## src/rtl/intr_entry_seq.sv

```systemverilog
module intr_entry_seq #(
  parameter int W         = 32,
  parameter int SW        = 16,
  parameter int VW        = 8,
  parameter int DF_VEC    = 8,
  parameter int FAULT_MAX = 3
) (
  input  logic          clk,
  input  logic          rst_n,
  input  logic          start,
  input  logic          is_exc,
  input  logic [VW-1:0] exc_vec,
  input  logic          has_err,
  input  logic [W-1:0]  err_code,
  input  logic          pe,
  input  logic [1:0]    cpl,
  input  logic          cs32,
  input  logic [W-1:0]  eflags,
  input  logic [SW-1:0] cs_sel,
  input  logic [W-1:0]  eip,
  input  logic [W-1:0]  saved_eip,
  input  logic [SW-1:0] ss_sel,
  input  logic [W-1:0]  esp,
  output logic          req_valid,
  output logic [2:0]    req_op,
  output logic [W-1:0]  req_data,
  output logic          req_w16,
  input  logic          ack,
  input  logic          flt,
  input  logic [VW-1:0] flt_vec,
  input  logic [W-1:0]  flt_code,
  input  logic [SW-1:0] tgt_sel,
  input  logic [W-1:0]  tgt_off,
  input  logic          tgt_intgate,
  input  logic          new_cs32,
  output logic          done,
  output logic          rst_req
);
  localparam int CW = $clog2(FAULT_MAX + 1);
  localparam logic [CW:0]   LIM = (CW+1)'(FAULT_MAX);
  localparam logic [CW:0]   ONE = (CW+1)'(1);
  localparam logic [VW-1:0] DFV = VW'(DF_VEC);
  localparam logic [2:0] OP_LOOK = 3'd0, OP_SWCH = 3'd1, OP_PUSH = 3'd2,
                         OP_CLIF = 3'd3, OP_LDCS = 3'd4, OP_SETP = 3'd5;

  typedef enum logic [3:0] {
    S_IDLE, S_LOOK, S_SWCH, S_PSS, S_PSP, S_PFL, S_PCS, S_PIP,
    S_CLIF, S_LDCS, S_SETP, S_PERR
  } st_t;

  st_t           st;
  logic [VW-1:0] vec_r;
  logic          exc_r, herr_r, gate_r, pw16_r, nw16_r;
  logic [W-1:0]  ecode_r, off_r, oesp_r;
  logic [SW-1:0] sel_r, oss_r;
  logic [CW-1:0] cnt;

  wire [CW:0] cnt_start = {1'b0, cnt} + {{CW{1'b0}}, is_exc};
  wire [CW:0] cnt_inc   = {1'b0, cnt} + ONE;
  wire        need_sw   = pe && (cpl > tgt_sel[1:0]);

  assign req_valid = (st != S_IDLE);

  always_comb begin
    req_op   = OP_PUSH;
    req_data = '0;
    req_w16  = 1'b0;
    case (st)
      S_LOOK: begin req_op = OP_LOOK; req_data = W'(vec_r); end
      S_SWCH: begin req_op = OP_SWCH; req_data = W'(sel_r[1:0]); end
      S_PSS:  begin req_data = W'(oss_r);  req_w16 = pw16_r; end
      S_PSP:  begin req_data = oesp_r;     req_w16 = pw16_r; end
      S_PFL:  begin req_data = eflags;     req_w16 = pw16_r; end
      S_PCS:  begin req_data = W'(cs_sel); req_w16 = pw16_r; end
      S_PIP:  begin req_data = exc_r ? saved_eip : eip; req_w16 = pw16_r; end
      S_CLIF: req_op = OP_CLIF;
      S_LDCS: begin req_op = OP_LDCS; req_data = W'(sel_r); end
      S_SETP: begin
        req_op   = OP_SETP;
        req_data = nw16_r ? W'(off_r[15:0]) : off_r;
        req_w16  = nw16_r;
      end
      S_PERR: begin req_data = ecode_r; req_w16 = nw16_r; end
      default: ;
    endcase
  end

  always_ff @(posedge clk) begin
    if (!rst_n) begin
      st <= S_IDLE;  cnt <= '0;  done <= 1'b0;  rst_req <= 1'b0;
      vec_r <= '0;   exc_r <= 1'b0; herr_r <= 1'b0; gate_r <= 1'b0;
      pw16_r <= 1'b0; nw16_r <= 1'b0; ecode_r <= '0; off_r <= '0;
      oesp_r <= '0;  sel_r <= '0;  oss_r <= '0;
    end else begin
      done    <= 1'b0;
      rst_req <= 1'b0;
      if (st == S_IDLE) begin
        if (start) begin
          if (cnt_start >= LIM) begin
            rst_req <= 1'b1;
            cnt     <= '0;
          end else begin
            cnt     <= cnt_start[CW-1:0];
            vec_r   <= (cnt_start > ONE) ? DFV : exc_vec;
            exc_r   <= is_exc;
            herr_r  <= has_err;
            ecode_r <= err_code;
            st      <= S_LOOK;
          end
        end
      end else if (ack) begin
        if (flt) begin
          if (cnt_inc >= LIM) begin
            rst_req <= 1'b1;
            cnt     <= '0;
            st      <= S_IDLE;
          end else begin
            cnt     <= cnt_inc[CW-1:0];
            vec_r   <= (cnt_inc > ONE) ? DFV : flt_vec;
            exc_r   <= 1'b1;
            herr_r  <= 1'b1;
            ecode_r <= flt_code;
            st      <= S_LOOK;
          end
        end else begin
          case (st)
            S_LOOK: begin
              sel_r  <= tgt_sel;
              off_r  <= tgt_off;
              gate_r <= tgt_intgate;
              pw16_r <= !pe || !cs32;
              oss_r  <= ss_sel;
              oesp_r <= esp;
              st     <= need_sw ? S_SWCH : S_PFL;
            end
            S_SWCH: st <= S_PSS;
            S_PSS:  st <= S_PSP;
            S_PSP:  st <= S_PFL;
            S_PFL:  st <= S_PCS;
            S_PCS:  st <= S_PIP;
            S_PIP:  st <= gate_r ? S_CLIF : S_LDCS;
            S_CLIF: st <= S_LDCS;
            S_LDCS: begin nw16_r <= !new_cs32; st <= S_SETP; end
            S_SETP: begin
              if (herr_r && pe) st <= S_PERR;
              else begin st <= S_IDLE; done <= 1'b1; cnt <= '0; end
            end
            default: begin st <= S_IDLE; done <= 1'b1; cnt <= '0; end
          endcase
        end
      end
    end
  end
endmodule

```

## config.mk

```make
export PLATFORM = sky130hd
export DESIGN_NAME = intr_entry_seq
export DESIGN_NICKNAME = d
export VERILOG_FILES = /design/src/rtl/intr_entry_seq.sv
export SDC_FILE = /design/constraint.sdc
export NUM_CORES = 1
export LEC_CHECK = 0
export ABC_AREA = 1
export BUFFER_PORTS_ARGS = -buffer_cell sky130_fd_sc_hd__buf_2
export CORE_UTILIZATION = 40
export CTS_CLUSTER_DIAMETER = 100
export CTS_CLUSTER_SIZE = 30
export DETAILED_ROUTE_END_ITERATION = 6
export PLACE_DENSITY = 0.79
export RECOVER_POWER = 25
export SLEW_MARGIN = 40
export SYNTH_ARGS = -nofsm -noshare
export SYNTH_HDL_FRONTEND = slang
export SYNTH_SLANG_ARGS = --single-unit
```

## constraint.sdc

```tcl
create_clock -name clk -period 4.3 [get_ports clk]
set_input_delay 0.43 -clock clk [delete_from_list [all_inputs] [get_ports clk]]
set_output_delay 0.43 -clock clk [all_outputs]
set_load 0.03 [all_outputs]
```

==> results of run 1 <==
[registers in the layout (all words and copies together) (netlist names), 2 cells and up]
register  flops
off_r        32
ecode_r      32
vec_r         8
sel_r        16
st            4
cnt           2
oss_r        16
oesp_r       32
[power by group]
group | switching, mW | internal (mW) | leakage, nW
Sequential | 0.139 | 1.63 | 1.21
Combinational | 1.65 | 0.698 | 3.43
Clock | 0.577 | 0.974 | 0.298
[cell usage in the layout, fill, tap and decap left out, types with 3 or more instances in the layout]
| cell type | n |
|---|---|
| nor2_1 | 339 |
| buf_2 | 332 |
| nand2_1 | 271 |
| dfxtp_1 | 148 |
| o21ai_0 | 141 |
| nand3_1 | 66 |
| a21oi_1 | 42 |
| inv_1 | 37 |
| a221oi_1 | 20 |
| clkbuf_16 | 18 |
| o21ai_1 | 12 |
| o311ai_1 | 10 |
| nand4_1 | 7 |
| clkbuf_1 | 7 |
| diode_2 | 6 |
| a211oi_1 | 6 |
| o311ai_0 | 6 |
| ha_1 | 6 |
| a22o_1 | 5 |
| buf_4 | 5 |
| inv_2 | 4 |
| nor2_4 | 4 |
| bufinv_16 | 4 |
| clkinv_2 | 4 |
| nor3_1 | 3 |
[area by class of cell]
cell class / count / share of cell area
clock inverters: 10 / 0.0154
well taps: 260 / 0.0318
flip-flops and latches: 149 / 0.292
repair buffers: 349 / 0.179
multi-input cells: 953 / 0.421
diodes: 6 / 0.00147
clock buffers: 19 / 0.0433
inverters: 44 / 0.0163
[worst max-delay path, delay by kind of cell, from the launching register on]
family | cells | cell delay [ns]
AND/OR/NAND/NOR | 4 | 1.84
buffers and inverters | 3 | 0.50
flip-flops | 1 | 0.33
AO/OA/AOI/OAI | 1 | 0.08
[worst max path at each step]
stage | startpoint | endpoint | slack, ns | cells after the start
after floorplan | st[1]$_SDFFE_PN0P_ | req_data[17] | 1.68 | 5
after detailed placement | st[1]$_SDFFE_PN0P_ | vec_r[7]$_SDFFE_PN0P_ | 1.08 | 9
after CTS | st[2]$_SDFFE_PN0P_ | req_data[15] | 0.89 | 8
after global placement | st[1]$_SDFFE_PN0P_ | req_data[0] | 1.09 | 7
final | st[2]$_SDFFE_PN0P_ | req_data[0] | 0.69 | 8
after global routing | st[0]$_SDFFE_PN0P_ | off_r[31]$_SDFFE_PN0P_ | 0.39 | 9
[layer usage]
layer	part of all wire	track usage	wire (um)
met1	0.39	0.342	12000
met2	0.49	0.527	15000
met3	0.074	0.0604	2240
met4	0.039	0.158	1200
met5	0	0	0
[through the flow]
| step | utilization | cells |
|---|---|---|
| 6_report | 0.539 | 1790 |
| 5_1_grt | 0.539 | 1790 |
| 4_1_cts | 0.540 | 1783 |
| 3_5_place_dp | 0.508 | 1754 |
| 3_3_place_gp | 0.504 | 1752 |
| 2_1_floorplan | - | 1226 |
[cells by family after synthesis]
family | after synthesis | share of synthesized area
AOI/OAI and AO/OA | 251 | 0.187
adders and majority gates | 6 | 0.00960
buffers and inverters | 124 | 0.0682
DFF | 149 | 0.382
and+or+nand+nor | 696 | 0.354
==> impl_metrics.yaml, run 1 <==
timing:
  rsz0062_at_grt: "false"
  finalCriticalPeriod_ns: 3.61
  endpoints_failing_setup: 0
  timing.final.max_slew_violations: 117
  finalSetupTns_ns: 0
  worst_slack_ns: 0.692
  timing_hold_violations_final: 0
  clock_skew_ns: 0.00750
  fmax_ghz: 0.277
  actual_transition_at_the_worst_max_transition_pin_ns: 1.83
  worst_slew_margin_rel: -0.219
  fin_crit_sh: 0.839
  fin_hold_ws_ns: 0.188
pwr:
  power.density_mw_per_mm2: 555
  ir_drop_uv: 366
  total_power_mw: 5.67
  leakage_nw: 4.94
logic_synthesis:
  synth-seq-area-share: 0.382
  distinct_cell_type_count_of_the_synthesized_netlist: 39
  synth_common_cells: "340 x nor2_1, 270 x nand2_1, 149 x dfxtp_1, 141 x o21ai_0, 65 x nand3_1"
  postSynth.topFlopCell: "dfxtp_1"
  synthDominantCellAreaShare: 0.382
  synthMostInstantiatedCell: "nor2_1"
  synthArstFlopShare: 0
  yosys-top-cells-area: "dfxtp_1 38%, nor2_1 16%, nand2_1 13%"
  ys.warnings.count: 0
  synth_edf_count: 0
  number_of_synthesized_register_bits: 149
  postSynthAreaPerCell_um2: 6.38
  synth_cells: 1226
  yosysTopAreaCell: "dfxtp_1"
  syn_nets: 1533
  syn_area_mm2: 0.00782
layout:
  post_route_cells_drive_above_1_share: 0.254
  sequential_cell_area_mm2: 0.00298
  final_cell_area_mm2: 0.0102
  multi_input_comb_area_mm2: 0.00430
  number_of_filler_instances_in_the_final_layout: 1917
  num-nets-final: 1821
  area_delta_synth_final_pct: 30.8
clock_network:
  cts_made_buffers: 17
  htree_levels: 4
  post-cts-setup-buffer-count: 0
  worst_setup_hold_path_clk_slew_ns: 0.06
  max-clock-path-buffers: 2
  ctsHoldBuffers: 0
  clock_tree_from_tritoncts: "built"
  clk_latency_ns: 0.42
  count_of_clock_tree_sinks: 149
  cts-root-buf: "clkbuf_16"
  post_cts_resize_count: 0
min_path:
  hold_path_end: "nw16_r$_SDFFE_PN0P_"
  holdCritStartpoint: "new_cs32"
  holdCritPathClass: "primary input to flip-flop"
  hold-path-cell-count: 2
drt:
  drt-wirelength-per-cell_um: 17.0
  drt_drc_violations_left: 2
  initialDrtViolationCount: 573
  routed_via_density: 5.26
  postRouteWirelength_mm: 30.5
  drtAntennaViolNets: 0
  via_count: 9408
  drt-pass1-iter-count: 7
global_route:
  grt_pass1_vias: 8675
  total_congestion_overflow: 0
  number_of_antenna_violations_at_the_first_check_in_global_routing: 7
  track_usage: 0.300
  grt_first_pass_wirelength_mm: 45.5
  grt_start_max_net_pins: 116
die:
  initial_cell_density_of_the_core: 0.412
  rows: 50
  chipHeight_um: 142
  die-width_um: 142
  die-area_mm2: 0.0201
  core_mm2: 0.0190
  pin_count: 340
worst_setup_path:
  cp_slowest_stage_delay_ns: 1.28
  r2r_setup_slack_ns: 0.73
  worstSetupStartpointType: "flip-flop"
  r2r-end: "oesp_r[8]$_SDFFE_PN0P_"
  timing.reg2reg.worst_path_depth: 9
  setup.worst_path.end_class: "output pin"
  critical_path.max_fanout: 16
  cp_data_required_time_ns: 3.87
  worst-endpoint-arrival_ns: 3.18
  r2r-start: "st[0]$_SDFFE_PN0P_"
  crit_path_top_delay_cell: "nor2_1"
  timing_worst_setup_path_type: "flip-flop to output pin"
  crit_path_cell_trace: "inv_1, nand2_1, nor2_1, nor2_1, inv_1, a22oi_1, nand3_1, buf_2"
run:
  max_cap_viol_count: 2
run_status:
  outcome: "finished, violations left"
  violations: "DRC, capacitance limit, slew limit"
placed_design:
  detailedPlace.worstSlack_ns: 1.08
  dp_hpwl_mm: 22.4
  post_dp_cell_area_mm2: 0.00963
  place.gp.congestion: 0.909
  buffer_ports.inserted: 339
No activity file was read; power rests on OpenSTA's default activity.
==> run 2, diff against run 1 <==
- PLACE_DENSITY: 0.79 -> 0.82
- clock period: 4.3 -> 3.25 ns (I/O delays scaled with it)
==> run 2 against run 1 <==
  * The flow now finishes without violations
  * Register-to-register slack got worse by 0.46 ns
  * Sequential share of layout area about the same
  * Hold slack got worse by 0.12 ns
  * Combinational power increased by 33%
  * Routed wire length increased by 3.9%
  * Final cell count increased by 0.84%
  * Largest power group unchanged
==> impl_metrics.yaml, run 2 (synthesis results as in run 1) <==
run_status:
  outcome: "completed"
run:
  max_cap_viol_count: 0
die:
  chipHeight_um: 142
  die-width_um: 142
  initial_cell_density_of_the_core: 0.412
  pin_count: 340
  rows: 50
  core_mm2: 0.0190
  die-area_mm2: 0.0201
layout:
  commonest_non_fill_non_tap_cells_in_the_layout: "339 x nor2_1, 333 x buf_2, 272 x nand2_1, 149 x dfxtp_1, 143 x o21ai_0"
  area_delta_synth_final_pct: 30.8
  layout_commonest_cell: "nor2_1"
  num-nets-final: 1837
  post_route_cells_drive_above_1_share: 0.261
  reg.largest.list: "ecode_r x32, oesp_r x32, off_r x32"
pwr:
  power.density_mw_per_mm2: 726
  internal_power_mw: 4.17
  power.sequential.fraction: 0.317
  power_share_of_the_clock_group: 0.264
  switching_share: 0.438
  ir_drop_uv: 463
  switchingPower_mw: 3.25
  leakage_nw: 4.97
  share_comb_of_total_power: 0.419
timing:
  finalSetupTns_ns: 0
  endpoints_failing_setup: 0
  worst_slack_ns: 0.229
  clock_skew_ns: 0.0137
  fin_crit_sh: 0.930
  fmax_ghz: 0.331
  actual_transition_at_the_worst_max_transition_pin_ns: 1.06
  timing_hold_violations_final: 0
  rsz0062_at_grt: "false"
  timing.final.max_slew_violations: 0
  worst_slew_margin_rel: 0.294
  finalCriticalPeriod_ns: 3.02
min_path:
  holdCritPathClass: "primary input to flip-flop"
  holdCritStartpoint: "new_cs32"
clock_network:
  cts_made_buffers: 17
  htree_levels: 4
  post-cts-setup-buffer-count: 0
  clock_tree_from_tritoncts: "built"
  clk_latency_ns: 0.44
  worst_setup_hold_path_clk_slew_ns: 0.07
  max-clock-path-buffers: 2
  cts-root-buf: "clkbuf_16"
  count_of_clock_tree_sinks: 149
global_route:
  number_of_antenna_violations_at_the_first_check_in_global_routing: 5
  track_usage: 0.316
  total_congestion_overflow: 0
  grt_first_pass_wirelength_mm: 47.6
  grt_pass1_vias: 8862
  grt_start_max_net_pins: 51
drt:
  initialDrtViolationCount: 530
  via_count: 9493
  routed_via_density: 5.26
  drtAntennaViolNets: 0
  drt-wirelength-per-cell_um: 17.6
  drt-pass1-iter-count: 5
  postRouteWirelength_mm: 31.7
  drt_drc_violations_left: 0
worst_setup_path:
  r2r-start: "st[1]$_SDFFE_PN0P_"
  crit_path_cell_trace: "nand2_1, inv_2, nand2_1, buf_4, o311ai_0, buf_2"
  worst-endpoint-arrival_ns: 2.70
  crit_path_top_delay_cell: "dfxtp_1"
  critical_path.max_fanout: 24
  worstSetupStartpointType: "flip-flop"
  path_delay_family: "buffers and inverters"
  worstPathBufferInverterCount: 3
  setup.worst_path.end_class: "output pin"
  cp_slowest_stage_delay_ns: 0.43
  critPathMostFrequentCell: "nand2_1"
  timing_worst_setup_path_type: "flip-flop to output pin"
  cp-startpoint: "st[1]$_SDFFE_PN0P_"
  cp_data_required_time_ns: 2.92
placed_design:
  detailedPlace.worstSlack_ns: 0.549
  buffer_ports.inserted: 339
  dp_hpwl_mm: 23.7
  place.gp.congestion: 0.886
## run 2: changes by cell type in the layout (fill, tap and decap cells not counted), sizes merged
cell      delta
buf         +15
bufinv       -3
diode        -4
inv          +6
clkinv       -4
clkinvlp     +5
## run 2: per-stage QoR
stage | hold WS (ns) | util | power (mW) | area [um2] | instances
finish | 0.0652 | 0.539 | 7.42 | 10200 | 1805
global placement | 0.448 | 0.511 | 5.48 | 9680 | 1771
global route | 0.0843 | 0.539 | 7.93 | 10200 | 1805
CTS | 0.0593 | 0.542 | 7.47 | 10300 | 1803
detailed placement | 0.466 | 0.511 | 5.52 | 9680 | 1771
floorplan | 0.415 | - | 4.50 | 7820 | 1226
## run 2: power groups by stage
stage / logic [mW] / clock network [mW] / registers, mW
floorplan: 2.17 / 0 / 2.33
global placement: 3.10 / 0 / 2.37
detailed placement: 3.14 / 0 / 2.39
CTS: 3.15 / 1.97 / 2.35
global route: 3.48 / 2.06 / 2.39
finish: 3.11 / 1.96 / 2.35
## run 2: final timing paths
| path | cells past startpoint | slack, ns | endpoint |
|---|---|---|---|
| min | 2 | 0.07 | nw16_r$_SDFFE_PN0P_ |
| min reg2reg | 2 | 0.48 | gate_r$_SDFFE_PN0P_ |
| max | 6 | 0.23 | req_data[30] |
| max reg2reg | 9 | 0.27 | sel_r[1]$_SDFFE_PN0P_ |
## run 2: routing by layer
layer	track usage	share of wire	wire length [um]
met4	0.160	0.044	1390
met5	0	0.00025	8
met1	0.359	0.39	12200
met3	0.0668	0.081	2580
met2	0.558	0.49	15500
## run 2: timing repair
item,4_1_cts,5_1_grt
gates resized for setup,0,1
endpoints found under the setup margin,0,6
hold buffers,0,0
## run 2: final cells by class
class                           count  area (um2)
Tap cell                          260         325
Clock inverter                     14         143
Fill cell                        1880        8730
Inverter                           44         170
Clock buffer                       18         439
Antenna cell                        2        5.00
Sequential cell                   149        2980
Multi-Input combinational cell    953        4280
Timing Repair Buffer              365        1870
## run 2: worst reg2reg max path: stages (launching register included)
cell      delay, ns
dfxtp_1        0.43
nor2_1         0.12
nand2_4        0.37
nand2_1        0.18
inv_1          0.12
nand3_1        0.42
clkinv_2       0.15
clkbuf_2       0.81
o21ai_0        0.17
a21oi_1        0.14
